**config.mk**
```make
export PLATFORM = sky130hd
export DESIGN_NAME = icap_channel
export DESIGN_NICKNAME = d
export VERILOG_FILES = /design/src/rtl/icap_pkg.sv /design/src/rtl/icap_edge_detect.sv /design/src/rtl/icap_capture_reg.sv /design/src/rtl/icap_flag.sv /design/src/rtl/icap_channel.sv
export SDC_FILE = /design/constraint.sdc
export NUM_CORES = 1
export LEC_CHECK = 0
export ABC_AREA = 0
export CAP_MARGIN = 0
export CELL_PAD_IN_SITES_DETAIL_PLACEMENT = 1
export CELL_PAD_IN_SITES_GLOBAL_PLACEMENT = 1
export CORE_MARGIN = 2
export CORE_UTILIZATION = 52
export CTS_CLUSTER_SIZE = 25
export DETAILED_ROUTE_END_ITERATION = 12
export DONT_BUFFER_PORTS = 1
export PLACE_DENSITY_LB_ADDON = 0.1
export SYNTH_ARGS = -nofsm -noshare
export SYNTH_HDL_FRONTEND = slang
export SYNTH_HIERARCHICAL = 1
export SYNTH_SLANG_ARGS = --single-unit
```
**constraint.sdc**
```tcl
create_clock -name clk -period 4.33 [get_ports clk]
set_input_delay 0.433 -clock clk [delete_from_list [all_inputs] [get_ports clk]]
set_output_delay 0.433 -clock clk [all_outputs]
set_load 0.02 [all_outputs]
```
**src/rtl/icap_pkg.sv**
```systemverilog
package icap_pkg;

    typedef enum logic [1:0] {
        EDGE_NONE = 2'b00,
        EDGE_RISE = 2'b01,
        EDGE_FALL = 2'b10,
        EDGE_BOTH = 2'b11
    } edge_sel_e;

    typedef enum logic [1:0] {
        ADDR_CTRL   = 2'd0,
        ADDR_CAP_HI = 2'd1,
        ADDR_CAP_LO = 2'd2,
        ADDR_RSVD   = 2'd3
    } reg_addr_e;

endpackage

```
**src/rtl/icap_edge_detect.sv**
```systemverilog
module icap_edge_detect #(
    parameter int SYNC_STAGES = 2
) (
    input  logic       clk,
    input  logic       rst_n,
    input  logic       pin_i,
    input  logic [1:0] edge_sel_i,
    output logic       cap_evt_o
);
    import icap_pkg::*;

    localparam int TOP = SYNC_STAGES - 1;

    typedef struct packed {
        logic [SYNC_STAGES-1:0] sync;
        logic                   prev;
    } edge_state_t;

    edge_state_t st_d, st_q;
    edge_sel_e   sel;
    logic        rise, fall;

    always_comb begin
        sel       = edge_sel_e'(edge_sel_i);
        st_d      = st_q;
        st_d.sync = {st_q.sync[TOP-1:0], pin_i};
        st_d.prev = st_q.sync[TOP];
        rise      = st_q.sync[TOP] & ~st_q.prev;
        fall      = ~st_q.sync[TOP] & st_q.prev;
        cap_evt_o = (rise && (sel == EDGE_RISE || sel == EDGE_BOTH))
                 || (fall && (sel == EDGE_FALL || sel == EDGE_BOTH));
    end

    always_ff @(posedge clk or negedge rst_n) begin
        if (!rst_n) st_q <= '0;
        else        st_q <= st_d;
    end

endmodule

```
**src/rtl/icap_capture_reg.sv**
```systemverilog
module icap_capture_reg #(
    parameter int BYTE_W = 8
) (
    input  logic                clk,
    input  logic                rst_n,
    input  logic                cap_evt_i,
    input  logic [2*BYTE_W-1:0] count_i,
    input  logic                rd_i,
    input  logic                wr_i,
    input  logic [1:0]          addr_i,
    output logic [BYTE_W-1:0]   rdata_o
);
    import icap_pkg::*;

    localparam int CNT_W = 2 * BYTE_W;

    typedef struct packed {
        logic [CNT_W-1:0]  cap;
        logic [BYTE_W-1:0] hold;
        logic              lock;
        logic              hold_is_lo;
    } cap_state_t;

    cap_state_t  st_d, st_q;
    reg_addr_e   addr;
    logic        hi_rd, lo_rd, ctrl_wr;
    logic [BYTE_W-1:0] cap_hi, cap_lo;

    always_comb begin
        addr    = reg_addr_e'(addr_i);
        hi_rd   = rd_i && (addr == ADDR_CAP_HI);
        lo_rd   = rd_i && (addr == ADDR_CAP_LO);
        ctrl_wr = wr_i && (addr == ADDR_CTRL);
        cap_hi  = st_q.cap[CNT_W-1:BYTE_W];
        cap_lo  = st_q.cap[BYTE_W-1:0];

        // read data path: frozen byte wins only for the byte not yet read
        if (hi_rd)
            rdata_o = (st_q.lock && !st_q.hold_is_lo) ? st_q.hold : cap_hi;
        else if (lo_rd)
            rdata_o = (st_q.lock && st_q.hold_is_lo) ? st_q.hold : cap_lo;
        else
            rdata_o = '0;

        st_d = st_q;
        if (cap_evt_i)
            st_d.cap = count_i;

        if (!st_q.lock) begin
            if (hi_rd) begin
                st_d.hold       = cap_lo;
                st_d.hold_is_lo = 1'b1;
                st_d.lock       = 1'b1;
            end else if (lo_rd) begin
                st_d.hold       = cap_hi;
                st_d.hold_is_lo = 1'b0;
                st_d.lock       = 1'b1;
            end
        end else if ((hi_rd && !st_q.hold_is_lo) || (lo_rd && st_q.hold_is_lo)) begin
            st_d.lock = 1'b0;
        end

        if (ctrl_wr)
            st_d.lock = 1'b0;
    end

    always_ff @(posedge clk or negedge rst_n) begin
        if (!rst_n) st_q <= '0;
        else        st_q <= st_d;
    end

    AST_CAP_LOADS_COUNT: assert property (@(posedge clk) disable iff (!rst_n)
        cap_evt_i |=> (st_q.cap == $past(count_i)));

    AST_CAP_WRITE_IGNORED: assert property (@(posedge clk) disable iff (!rst_n)
        (wr_i && addr_i != ADDR_CTRL && !cap_evt_i) |=> $stable(st_q.cap));

    AST_HOLD_FROZEN: assert property (@(posedge clk) disable iff (!rst_n)
        st_q.lock |=> (!st_q.lock || $stable(st_q.hold)));

    AST_CTRL_UNLOCKS: assert property (@(posedge clk) disable iff (!rst_n)
        ctrl_wr |=> !st_q.lock);

endmodule

```
**src/rtl/icap_flag.sv**
```systemverilog
module icap_flag (
    input  logic clk,
    input  logic rst_n,
    input  logic cap_evt_i,
    input  logic flag_clr_i,
    input  logic irq_en_i,
    output logic flag_o,
    output logic irq_o
);

    typedef struct packed {
        logic flag;
    } flag_state_t;

    flag_state_t st_d, st_q;

    always_comb begin
        st_d = st_q;
        if (cap_evt_i)       st_d.flag = 1'b1;
        else if (flag_clr_i) st_d.flag = 1'b0;
    end

    always_ff @(posedge clk or negedge rst_n) begin
        if (!rst_n) st_q <= '0;
        else        st_q <= st_d;
    end

    assign flag_o = st_q.flag;
    assign irq_o  = st_q.flag & irq_en_i;

    AST_FLAG_SET_ON_CAPTURE: assert property (@(posedge clk) disable iff (!rst_n)
        cap_evt_i |=> flag_o);

    AST_FLAG_CLEARED: assert property (@(posedge clk) disable iff (!rst_n)
        (flag_clr_i && !cap_evt_i) |=> !flag_o);

endmodule

```
**src/rtl/icap_channel.sv**
```systemverilog
module icap_channel #(
    parameter int BYTE_W      = 8,
    parameter int SYNC_STAGES = 2,
    localparam int CNT_W      = 2 * BYTE_W
) (
    input  logic              clk,
    input  logic              rst_n,
    input  logic              pin_i,
    input  logic [CNT_W-1:0]  count_i,
    input  logic [1:0]        edge_sel_i,
    input  logic              irq_en_i,
    input  logic              rd_i,
    input  logic              wr_i,
    input  logic [1:0]        addr_i,
    input  logic              flag_clr_i,
    output logic [BYTE_W-1:0] rdata_o,
    output logic              flag_o,
    output logic              irq_o
);

    logic cap_evt;

    icap_edge_detect #(.SYNC_STAGES(SYNC_STAGES)) u_edge (
        .clk        (clk),
        .rst_n      (rst_n),
        .pin_i      (pin_i),
        .edge_sel_i (edge_sel_i),
        .cap_evt_o  (cap_evt)
    );

    icap_capture_reg #(.BYTE_W(BYTE_W)) u_cap (
        .clk       (clk),
        .rst_n     (rst_n),
        .cap_evt_i (cap_evt),
        .count_i   (count_i),
        .rd_i      (rd_i),
        .wr_i      (wr_i),
        .addr_i    (addr_i),
        .rdata_o   (rdata_o)
    );

    icap_flag u_flag (
        .clk        (clk),
        .rst_n      (rst_n),
        .cap_evt_i  (cap_evt),
        .flag_clr_i (flag_clr_i),
        .irq_en_i   (irq_en_i),
        .flag_o     (flag_o),
        .irq_o      (irq_o)
    );

    AST_NO_READ_WRITE_CLASH: assert property (@(posedge clk) disable iff (!rst_n)
        rd_i |-> !wr_i);

endmodule

```
==> impl_metrics.py <==
metrics = {
    "cells_and_area": {
        "antennaDiodeCount": 0,
        "post_route_cells_drive_above_1_share_pct": 20.8,
        "summed_area_of_non_filler_cells_in_the_final_layout_um2": 1700,
        "multi_input_comb_area_um2": 815,
        "fin_nets": 171,
        "register_area_um2": 751,
        "area_growth_from_synthesis_to_layout_pct": 1.57,
        "n_fill_cell": 348,
    },
    "power": {
        "design_power_total_w": 0.000780,
        "peakVddDrop_mv": 0.199,
        "pwr_density_cell_nw_per_um2": 458,
        "p_leak_nw": 0.690,
    },
    "sta": {
        "grt_setup_unrepaired": "false",
        "fmax_mhz": 440,
        "fin_hold_ws_ns": 0.132,
        "tightest_slew_ns": 0.823,
        "timing.final.crit_share_pct": 52.5,
        "timing_max_transition_violations_final": 0,
        "slew_headroom_pct": 45.1,
        "hold_viol": 0,
        "finalCriticalPeriod_ns": 2.27,
        "clock-skew-final_ns": 0.00893,
        "report.final.setup_viol": 0,
        "totalNegativeSetupSlack_ns": 0,
    },
    "synth": {
        "synth_top_family_by_area": "multiplexers",
        "simple_gate_share_of_the_synthesized_area_pct": 11.8,
        "seq_area_frac_synth_pct": 44.8,
        "synth-compound-area-share_pct": 16.5,
        "synth.cells.most_frequent": "30 x dfrtp_1, 16 x mux2_2, 16 x mux2i_1",
        "yosysWarnings": 6,
        "synthXorXnorAreaFrac_pct": 0,
        "postSynthAreaPerCell_um2": 11.4,
        "ys_seq_elements": 30,
        "synth_fp_nets": 174,
        "synth.area.top_cells": "dfrtp_1 45%, mux2_2 11%, mux2i_1 9.6%",
        "post-synth-top-area-cell": "dfrtp_1",
        "syn-cell-area_um2": 1680,
        "share_of_flip_flops_with_an_asynchronous_set_or_reset_after_synthesis_pct": 100,
        "synth.mux.area_fraction_pct": 20.3,
        "synth_area_in_adders_pct": 0,
        "synth_most_common_cell": "dfrtp_1",
        "netlist.area_leader.share_pct": 44.8,
        "ys.flop_type": "dfrtp_1",
        "post_synth_inst_count": 147,
        "ys_types": 30,
        "synth-edff-count": 0,
    },
    "detailed_routing": {
        "initialDrtViolationCount": 46,
        "final_antenna_net_count": 0,
        "num_vias": 1162,
        "totalWireLength_um": 3690,
        "remaining_drc_errors": 0,
        "routed_via_density": 6.18,
        "drt_pre_antenna_iters": 4,
        "drt_wl_cell_um": 19.6,
    },
    "placed_design": {
        "placed_area_um2": 1630,
        "port-buffer-count": 0,
        "place.gp.congestion": 0.719,
        "hpwl_um": 2470,
    },
    "global_routing": {
        "grt_pass1_vias": 1245,
        "globalRouteTotalUtil_pct": 23.3,
        "grt_antenna_before_repair": 0,
        "grt_first_pass_wirelength_um": 6110,
        "grt_overflow_total": 0,
        "grt_start_max_net_pins": 31,
    },
    "clock_tree": {
        "post_cts_buffers": 0,
        "clk_path_buf_depth": 2,
        "clk_pin_slew_ns": 0.09,
        "clock_tree.root_cell": "clkbuf_4",
        "cts_inserted_buffers": 5,
        "clock_sink_count": 30,
        "worstSkewPairLatency_ns": 0.33,
        "cts_tree": "yes",
        "htreeDepth": 2,
    },
    "job": {
        "cap_viol_max_count": 0,
    },
    "worst_setup_path": {
        "path_cells": "nor2b_4, mux2i_1, o22ai_1",
        "critPathArrivalTime_ns": 1.84,
        "crit_slowest_cell": "dfrtp_1",
        "cp.buffers_inverters": 0,
        "path_class": "register to output pin",
        "path_delay_family": "flip-flops",
        "critical_path_required_ns": 3.90,
        "critPathCaptureType": "output pin",
        "worst_setup_path_start_kind": "register",
        "critical_path_peak_fanout": 8,
        "critical-path-max-stage-delay_ns": 0.52,
    },
    "floorplan": {
        "die_footprint_um2": 3690,
        "core_region_area_um2": 3050,
        "die-height_um": 60.8,
        "initial_util_pct": 54.9,
        "die_w_um": 60.8,
        "placementRows": 20,
        "num_io_pins": 37,
    },
    "run_status": {
        "run_status": "finished clean",
    },
    "worst_hold_path": {
        "worst_hold_path_type": "input pin to register",
    },
}
placed cells by master (no fill, tap or decap), drive strengths merged, types with 3 or more instances in the layout:
cell type and instances:
nor2 8, a211oi 8, o22ai 9, o31ai 8
nand3b 3, clkbuf 7, mux2i 16, dfrtp 30
nand2 4, mux2 16, nand2b 8, o21ai 3
a21oi 11
where the power goes:
part	switching [W]	internal, W
Sequential	0.0000669	0.000344
Combinational	0.000104	0.000113
Clock	0.0000908	0.0000611
Total	0.000262	0.000518
layout make-up:
class / count / area share [%]
clock buffer: 7 / 2.65
inverter: 2 / 0.441
multi-input combinational: 103 / 47.8
sequential: 30 / 44.1
tap: 44 / 3.23
timing repair buffer: 2 / 1.76
state kept, by name, summed over array words and instances, names as in the netlist:
register,cells
u_cap/st_q,10
u_flag/flag_o,1
u_cap/cap_hi,8
u_edge/st_d,2
u_cap/cap_lo,8
u_edge/st_q,1
final timing paths:
kind | from | to | slack [ns] | cells past startpoint
hold reg to reg | u_edge/st_d[2] | u_edge/st_d[0] | 0.36 | 0
min in group asynchronous | rst_n | u_cap/cap_hi[2] | 0.53 | 2
max in group asynchronous | rst_n | u_cap/st_q[9] | 3.63 | 2
hold / removal | pin_i | u_edge/st_d[2] | 0.13 | 0
setup / recovery | u_cap/st_q[1] | rdata_o[4] | 2.06 | 3
setup reg to reg | u_edge/st_d[0] | u_cap/cap_lo[5] | 2.73 | 2
layer usage:
metal  vias to the layer above  wire (um)  global-route usage, %
met1                       597       1670                   31.1
met5                         -          0                      0
met2                        26       1830                   36.1
met4                         0         49                   11.2
li1                        534          -                      -
met3                         5        140                   5.33
cells by family (layout without fill, tap and decap cells):
family | Yosys count | count (layout)
AOI/OAI and AO/OA | 41 | 41
DFF | 30 | 30
buffers and inverters | 14 | 11
muxes | 32 | 32
and+or+nand+nor | 30 | 30
what timing repair did:
item | 4_1_cts | 5_1_grt
endpoints found under the hold margin | 30 | 0
hold buffers | 2 | 0
gates resized for setup | 0 | 0
stage by stage:
| stage | instances | utilization, % | setup WS [ns] |
|---|---|---|---|
| 3_3_place_gp | 179 | 53.3 | 2.48 |
| 2_1_floorplan | 147 | - | 2.66 |
| 5_1_grt | 188 | 55.8 | 1.96 |
| 6_report | 188 | 55.8 | 2.06 |
| 3_5_place_dp | 179 | 53.3 | 2.41 |
| 4_1_cts | 188 | 55.8 | 2.04 |
Power figures use the tool's default switching activity.
